[src/rtl/cpf_pkg.sv]
package cpf_pkg;

    localparam int unsigned CPF_DW = 32;

    typedef struct packed {
        logic              sop;
        logic              eop;
        logic              err;
        logic [CPF_DW-1:0] data;
    } word_t;

    typedef enum logic [1:0] {
        WS_IDLE = 2'd0,
        WS_BODY = 2'd1,
        WS_DROP = 2'd2
    } wr_state_e;

endpackage

[src/rtl/cpf_store.sv]
module cpf_store
    import cpf_pkg::*;
#(
    parameter int unsigned DEPTH = 8
) (
    input  logic  clk,
    input  logic  rst_n,
    input  logic  wr_req,
    input  word_t wr_word,
    input  logic  patch_req,
    input  logic  rd_req,
    output logic  full,
    output logic  empty,
    output logic  rd_valid,
    output word_t rd_word
);

    localparam int unsigned AW = $clog2(DEPTH);
    localparam logic [AW:0]   PTR_ONE = {{AW{1'b0}}, 1'b1};
    localparam logic [AW-1:0] IDX_ONE = {{(AW-1){1'b0}}, 1'b1};

    word_t         mem [DEPTH];
    logic [AW:0]   wr_ptr;
    logic [AW:0]   rd_ptr;
    logic [AW-1:0] last_idx;
    logic          do_wr;
    logic          do_rd;

    // Extra wrap bit distinguishes full from empty when the indices match
    assign empty    = (wr_ptr == rd_ptr);
    assign full     = (wr_ptr[AW] != rd_ptr[AW]) &&
                      (wr_ptr[AW-1:0] == rd_ptr[AW-1:0]);
    assign do_wr    = wr_req && !full;
    assign do_rd    = rd_req && !empty;
    assign last_idx = wr_ptr[AW-1:0] - IDX_ONE;

    // Storage: a normal write and an abort retag never coincide (retag only when full)
    always_ff @(posedge clk) begin
        if (do_wr) begin
            mem[wr_ptr[AW-1:0]] <= wr_word;
        end else if (patch_req && !empty) begin
            mem[last_idx].err <= 1'b1;
            mem[last_idx].eop <= 1'b1;
        end
    end

    always_ff @(posedge clk) begin
        if (!rst_n) begin
            wr_ptr <= '0;
            rd_ptr <= '0;
        end else begin
            if (do_wr) wr_ptr <= wr_ptr + PTR_ONE;
            if (do_rd) rd_ptr <= rd_ptr + PTR_ONE;
        end
    end

    always_ff @(posedge clk) begin
        if (!rst_n) begin
            rd_valid <= 1'b0;
            rd_word  <= '0;
        end else begin
            rd_valid <= do_rd;
            if (do_rd) rd_word <= mem[rd_ptr[AW-1:0]];
        end
    end

endmodule

[src/rtl/cpf_wr_fsm.sv]
module cpf_wr_fsm
    import cpf_pkg::*;
(
    input  logic clk,
    input  logic rst_n,
    input  logic pkt_mode,
    input  logic wr_en,
    input  logic wr_sop,
    input  logic wr_eop,
    input  logic full,
    output logic wr_req,
    output logic patch_req,
    output logic ovf_evt
);

    wr_state_e st;
    wr_state_e nxt;

    // State register
    always_ff @(posedge clk) begin
        if (!rst_n) st <= WS_IDLE;
        else        st <= nxt;
    end

    // Next state
    always_comb begin
        nxt = st;
        if (!pkt_mode) begin
            nxt = WS_IDLE;
        end else if (wr_en) begin
            unique case (st)
                WS_IDLE: if (wr_sop && !wr_eop && !full) nxt = WS_BODY;
                WS_BODY: begin
                    if (wr_eop)    nxt = WS_IDLE;
                    else if (full) nxt = WS_DROP;
                end
                WS_DROP: if (wr_eop) nxt = WS_IDLE;
                default: nxt = WS_IDLE;
            endcase
        end
    end

    // Outputs
    always_comb begin
        wr_req    = 1'b0;
        patch_req = 1'b0;
        ovf_evt   = 1'b0;
        if (wr_en) begin
            if (!pkt_mode) begin
                if (full) ovf_evt = 1'b1;
                else      wr_req  = 1'b1;
            end else begin
                unique case (st)
                    WS_IDLE: begin
                        if (wr_sop) begin
                            if (full) ovf_evt = 1'b1;
                            else      wr_req  = 1'b1;
                        end
                    end
                    WS_BODY: begin
                        if (full) begin
                            ovf_evt   = 1'b1;
                            patch_req = 1'b1;
                        end else begin
                            wr_req = 1'b1;
                        end
                    end
                    WS_DROP: begin
                        wr_req = 1'b0;
                    end
                    default: begin
                        wr_req = 1'b0;
                    end
                endcase
            end
        end
    end

endmodule

[src/rtl/cpf_sticky.sv]
module cpf_sticky #(
    parameter int unsigned N = 2
) (
    input  logic         clk,
    input  logic         rst_n,
    input  logic [N-1:0] set_i,
    input  logic [N-1:0] clr_i,
    output logic [N-1:0] q
);

    // Set has priority over clear for the same bit
    always_ff @(posedge clk) begin
        if (!rst_n) q <= '0;
        else        q <= (q & ~clr_i) | set_i;
    end

endmodule

[src/rtl/cpkt_fifo.sv]
module cpkt_fifo
    import cpf_pkg::*;
#(
    parameter int unsigned DEPTH = 8
) (
    input  logic              clk,
    input  logic              rst_n,
    input  logic              pkt_mode,
    input  logic              wr_en,
    input  logic [CPF_DW-1:0] wr_data,
    input  logic              wr_sop,
    input  logic              wr_eop,
    input  logic              rd_en,
    output logic              rd_valid,
    output logic [CPF_DW-1:0] rd_data,
    output logic              rd_sop,
    output logic              rd_eop,
    output logic              rd_err,
    output logic              full,
    output logic              empty,
    input  logic              clr_ovf,
    input  logic              clr_unf,
    output logic              ovf_flag,
    output logic              unf_flag
);

    localparam int unsigned NFLAG = 2;

    word_t            in_word;
    word_t            out_word;
    logic             wr_req;
    logic             patch_req;
    logic             ovf_evt;
    logic             unf_evt;
    logic [NFLAG-1:0] flags;

    assign in_word = '{sop: wr_sop, eop: wr_eop, err: 1'b0, data: wr_data};
    assign unf_evt = rd_en && empty;

    cpf_wr_fsm u_wr (
        .clk       (clk),
        .rst_n     (rst_n),
        .pkt_mode  (pkt_mode),
        .wr_en     (wr_en),
        .wr_sop    (wr_sop),
        .wr_eop    (wr_eop),
        .full      (full),
        .wr_req    (wr_req),
        .patch_req (patch_req),
        .ovf_evt   (ovf_evt)
    );

    cpf_store #(.DEPTH(DEPTH)) u_store (
        .clk       (clk),
        .rst_n     (rst_n),
        .wr_req    (wr_req),
        .wr_word   (in_word),
        .patch_req (patch_req),
        .rd_req    (rd_en),
        .full      (full),
        .empty     (empty),
        .rd_valid  (rd_valid),
        .rd_word   (out_word)
    );

    cpf_sticky #(.N(NFLAG)) u_flags (
        .clk   (clk),
        .rst_n (rst_n),
        .set_i ({ovf_evt, unf_evt}),
        .clr_i ({clr_ovf, clr_unf}),
        .q     (flags)
    );

    assign rd_data  = out_word.data;
    assign rd_sop   = out_word.sop;
    assign rd_eop   = out_word.eop;
    assign rd_err   = out_word.err;
    assign ovf_flag = flags[1];
    assign unf_flag = flags[0];

endmodule

[config.mk]
export PLATFORM = sky130hd
export DESIGN_NAME = cpkt_fifo
export DESIGN_NICKNAME = d
export VERILOG_FILES = /design/src/rtl/cpf_pkg.sv /design/src/rtl/cpf_store.sv /design/src/rtl/cpf_wr_fsm.sv /design/src/rtl/cpf_sticky.sv /design/src/rtl/cpkt_fifo.sv
export SDC_FILE = /design/constraint.sdc
export NUM_CORES = 1
export LEC_CHECK = 0
export ABC_CLOCK_PERIOD_IN_PS = 4900
export BUFFER_PORTS_ARGS = -buffer_cell sky130_fd_sc_hd__clkbuf_2
export CELL_PAD_IN_SITES_DETAIL_PLACEMENT = 1
export CELL_PAD_IN_SITES_GLOBAL_PLACEMENT = 2
export CORE_AREA = 2 2 121 241
export DETAILED_ROUTE_END_ITERATION = 10
export DIE_AREA = 0 0 123 243
export GPL_ROUTABILITY_DRIVEN = 0
export GPL_TIMING_DRIVEN = 0
export PLACE_DENSITY_LB_ADDON = 0.1
export REMOVE_ABC_BUFFERS = 1
export SLEW_MARGIN = 20
export SYNTH_ARGS = -nofsm -noshare
export SYNTH_HDL_FRONTEND = slang
export SYNTH_SLANG_ARGS = --single-unit
[constraint.sdc]
create_clock -name clk -period 4.9 [get_ports clk]
set_input_delay 0.49 -clock clk [delete_from_list [all_inputs] [get_ports clk]]
set_output_delay 0.49 -clock clk [all_outputs]
set_load 0.005 [all_outputs]
==> impl_metrics.tcl <==
set metrics [dict create \
    grt_pass1_wl_mm 44.99 \
    firstDrtPassIters 5 \
    seq_area_frac_synth_pct 73.69 \
    synth_cell_types 44 \
    synth_top_area_cell "edfxtp_1" \
    grt_pass1_vias 7350 \
    dp.final_hpwl_mm 17.71 \
    slew_violations 0 \
    p_per_area_nw_per_um2 412.4 \
    num_vias 6538 \
    drive_gt1_share_pct 30.28 \
    fin_nets 818 \
    ys_warn_count 0 \
    initial_core_util_pct 45.27 \
    drc 0 \
    p_leak_nw 4.862 \
    cpPeakStageDelay_ns 0.65 \
    reg2reg_to "u_store.mem[7][32]$_DFFE_PP_" \
    grt_max_degree 46 \
    max_slew_margin_pct 41.51 \
    io_pins 81 \
    synth_commonest_cells "edfxtp_1 (280), mux4_2 (70), dfxtp_1 (48)" \
    area_growth_pct 17.98 \
    numCtsBuffers 29 \
    cts_root_buf "clkbuf_16" \
    cts_resized 0 \
    min_to "u_flags.q[0]$_SDFF_PN0_" \
    crit_chain "buf_16, xnor2_1, nand4_4, inv_4, nand2_2, buf_16, inv_1, a31o_2" \
    grt_antenna_before_repair 0 \
    io_buffers 80 \
    min_path_type "in2reg" \
    finClkSkew_ns 0.009191 \
    synth_top_family_by_area "multiplexers" \
    synthTopCellsByArea "edfxtp_1 (66%), mux4_2 (12%), dfxtp_1 (7.6%)" \
    cts_hold_buf 0 \
    hold_viol_final 0 \
    max_cap_violations 0 \
    final_util_pct 53.41 \
    fin_crit_sh_pct 65.12 \
    max_clock_freq_mhz 313.4 \
    placed_area_um2 14040 \
    status "finished clean" \
    synth-compound-area-share_pct 3.966 \
    regToRegSetupSlack_ns 1.71 \
    die_y_um 243 \
    fin_area_um2 15000 \
    drt_iter0_markers 569 \
    hold_path_depth 3 \
    path_common_cell "buf_16" \
    yosysMostFrequentCell "edfxtp_1" \
    setup-violations-final 0 \
    die_x_um 123 \
    clk_latency_ns 0.56 \
    post-route-min-period_ns 3.191 \
    cts_tree "done" \
    wl_per_cell_um 25.29 \
    synth.avg_cell_area_um2 18.81 \
    cts.sinks 328 \
    ant_nets 0 \
    clkTransAtPathRegs_ns 0.07 \
    coreArea_um2 28080 \
    crit_family "buffers and inverters" \
    fin_setup_tns_ns 0 \
    muxShareOfSynthArea_pct 15.55 \
    min_from "rd_en" \
    totalWireLength_mm 29.16 \
    rr_startpoint "u_store.rd_ptr[0]$_SDFFE_PN0P_" \
    critPathCaptureType "register" \
    synth_ff_type "edfxtp_1" \
    synthSimpleGateAreaFrac_pct 3.887 \
    critPathBufInv 4 \
    rsz0062_at_grt "false" \
    synth_fa_ha_area_share_pct 0.2952 \
    async_reset_ff_share_pct 0 \
    rr_worst_depth 8 \
    postCtsSetupBuffers 0 \
    cpMaxStageDelayCell "dfxtp_4" \
    cts.path.max_buffers 3 \
    synthCells 676 \
    track_usage_pct 20.52 \
    yosys.area.top_type_share_pct 66.14 \
    synth_edf_count 280 \
    crit_type "reg2reg" \
    synth-seq-cells 328 \
    crit_required_ns 5.17 \
    synth_xor_area_share_pct 0.7480 \
    die-area_um2 29890 \
    netlist_area_um2 12710 \
    rows 87 \
    viasPerCell 5.670 \
    cp_max_fo 28 \
    arrival_ns 3.46 \
    max_slew.worst_pin.slew_ns 0.8681 \
    overflow 0 \
    placed_cells 1099 \
    htreeDepth 1 \
    fin_cells 1153 \
    cp-start-kind "register" \
    ir_worst_vdd_uv 262.6 \
]
stage by stage:
stage          total power, mW  hold WS [ns]  worst slack (ns)
4_1_cts                  6.265        0.1702             1.595
3_5_place_dp             3.972        0.5013             1.633
5_1_grt                  6.422        0.2365             1.446
2_1_floorplan            3.682        0.4584            -2.069
6_report                 6.186        0.1862             1.709
3_3_place_gp             3.911        0.4724            -6.199
cell families after synthesis:
kind of cell               Yosys count
and+or+nand+nor                     84
adders and majority gates            3
xor gates and xnor gates            10
DFF                                328
AOI/OAI and AO/OA                   94
muxes                              110
buffers and inverters               47
per-layer routing:
layer | up-vias | track usage (%) | part of all wire (%)
met1 | 3482 | 25.66 | 39
li1 | 2898 | - | -
met4 | 0 | 5.816 | 2.2
met3 | 43 | 2.068 | 2.7
met2 | 115 | 37.21 | 56
met5 | - | 0 | 0
where the power goes:
group          internal [mW]  switching, mW  leakage (nW)
sequential              3.13         0.0805          2.93
clock                   1.29           1.00         0.455
combinational          0.349          0.333          1.48
layout by cell type, fill, tap and decap left out, drive strengths merged, types with 5 or more instances in the layout:
master,Yosys,layout
clkinv,1,9
inv,7,9
nand2b,5,5
a21oi,41,41
clkbuf,12,116
buf,27,26
xnor2,5,5
nand3,6,6
xor2,5,5
mux2i,40,40
and2,33,33
nand2,11,11
mux4,70,70
dfxtp,48,48
o21ai,42,42
edfxtp,280,280
nor2,13,13
final cells by class:
type | count | area, um2
Antenna cell | 1 | 2.502
Clock buffer | 36 | 782.0
Clock inverter | 17 | 171.4
Fill cell | 2565 | 13090
Inverter | 8 | 32.53
Multi-Input combinational cell | 301 | 3183
Sequential cell | 328 | 9380
Tap cell | 356 | 445.4
Timing Repair Buffer | 106 | 1002
worst min-delay path, cell delays in order:
cell      delay [ns]
clkbuf_2        0.09
a21oi_1         0.06
nor2_1          0.07
worst max-delay path by stage:
| stage | slack (ns) | to | start | cells after the start |
|---|---|---|---|---|
| 4_1_cts | 1.60 | u_store.mem[7][32]$_DFFE_PP_ | u_store.rd_ptr[0]$_SDFFE_PN0P_ | 8 |
| 6_report | 1.71 | u_store.mem[7][32]$_DFFE_PP_ | u_store.rd_ptr[0]$_SDFFE_PN0P_ | 8 |
| 5_1_grt | 1.45 | u_store.mem[7][32]$_DFFE_PP_ | u_store.rd_ptr[0]$_SDFFE_PN0P_ | 8 |
| 3_5_place_dp | 1.63 | u_store.mem[7][33]$_DFFE_PP_ | u_store.rd_ptr[0]$_SDFFE_PN0P_ | 8 |
| 2_1_floorplan | -2.07 | u_store.rd_ptr[3]$_SDFFE_PN0P_ | u_store.rd_ptr[0]$_SDFFE_PN0P_ | 4 |
| 3_3_place_gp | -6.20 | u_store.rd_ptr[3]$_SDFFE_PN0P_ | u_store.rd_ptr[0]$_SDFFE_PN0P_ | 4 |
state kept, by name, indices dropped and copies added, names as in the netlist:
register and count:
u_flags.q 2, u_wr.st 2, u_store.rd_valid 1, u_store.rd_ptr 4, u_store.rd_word 35, u_store.mem 280, u_store.wr_ptr 4
No activity file was read; power rests on OpenSTA's default activity.
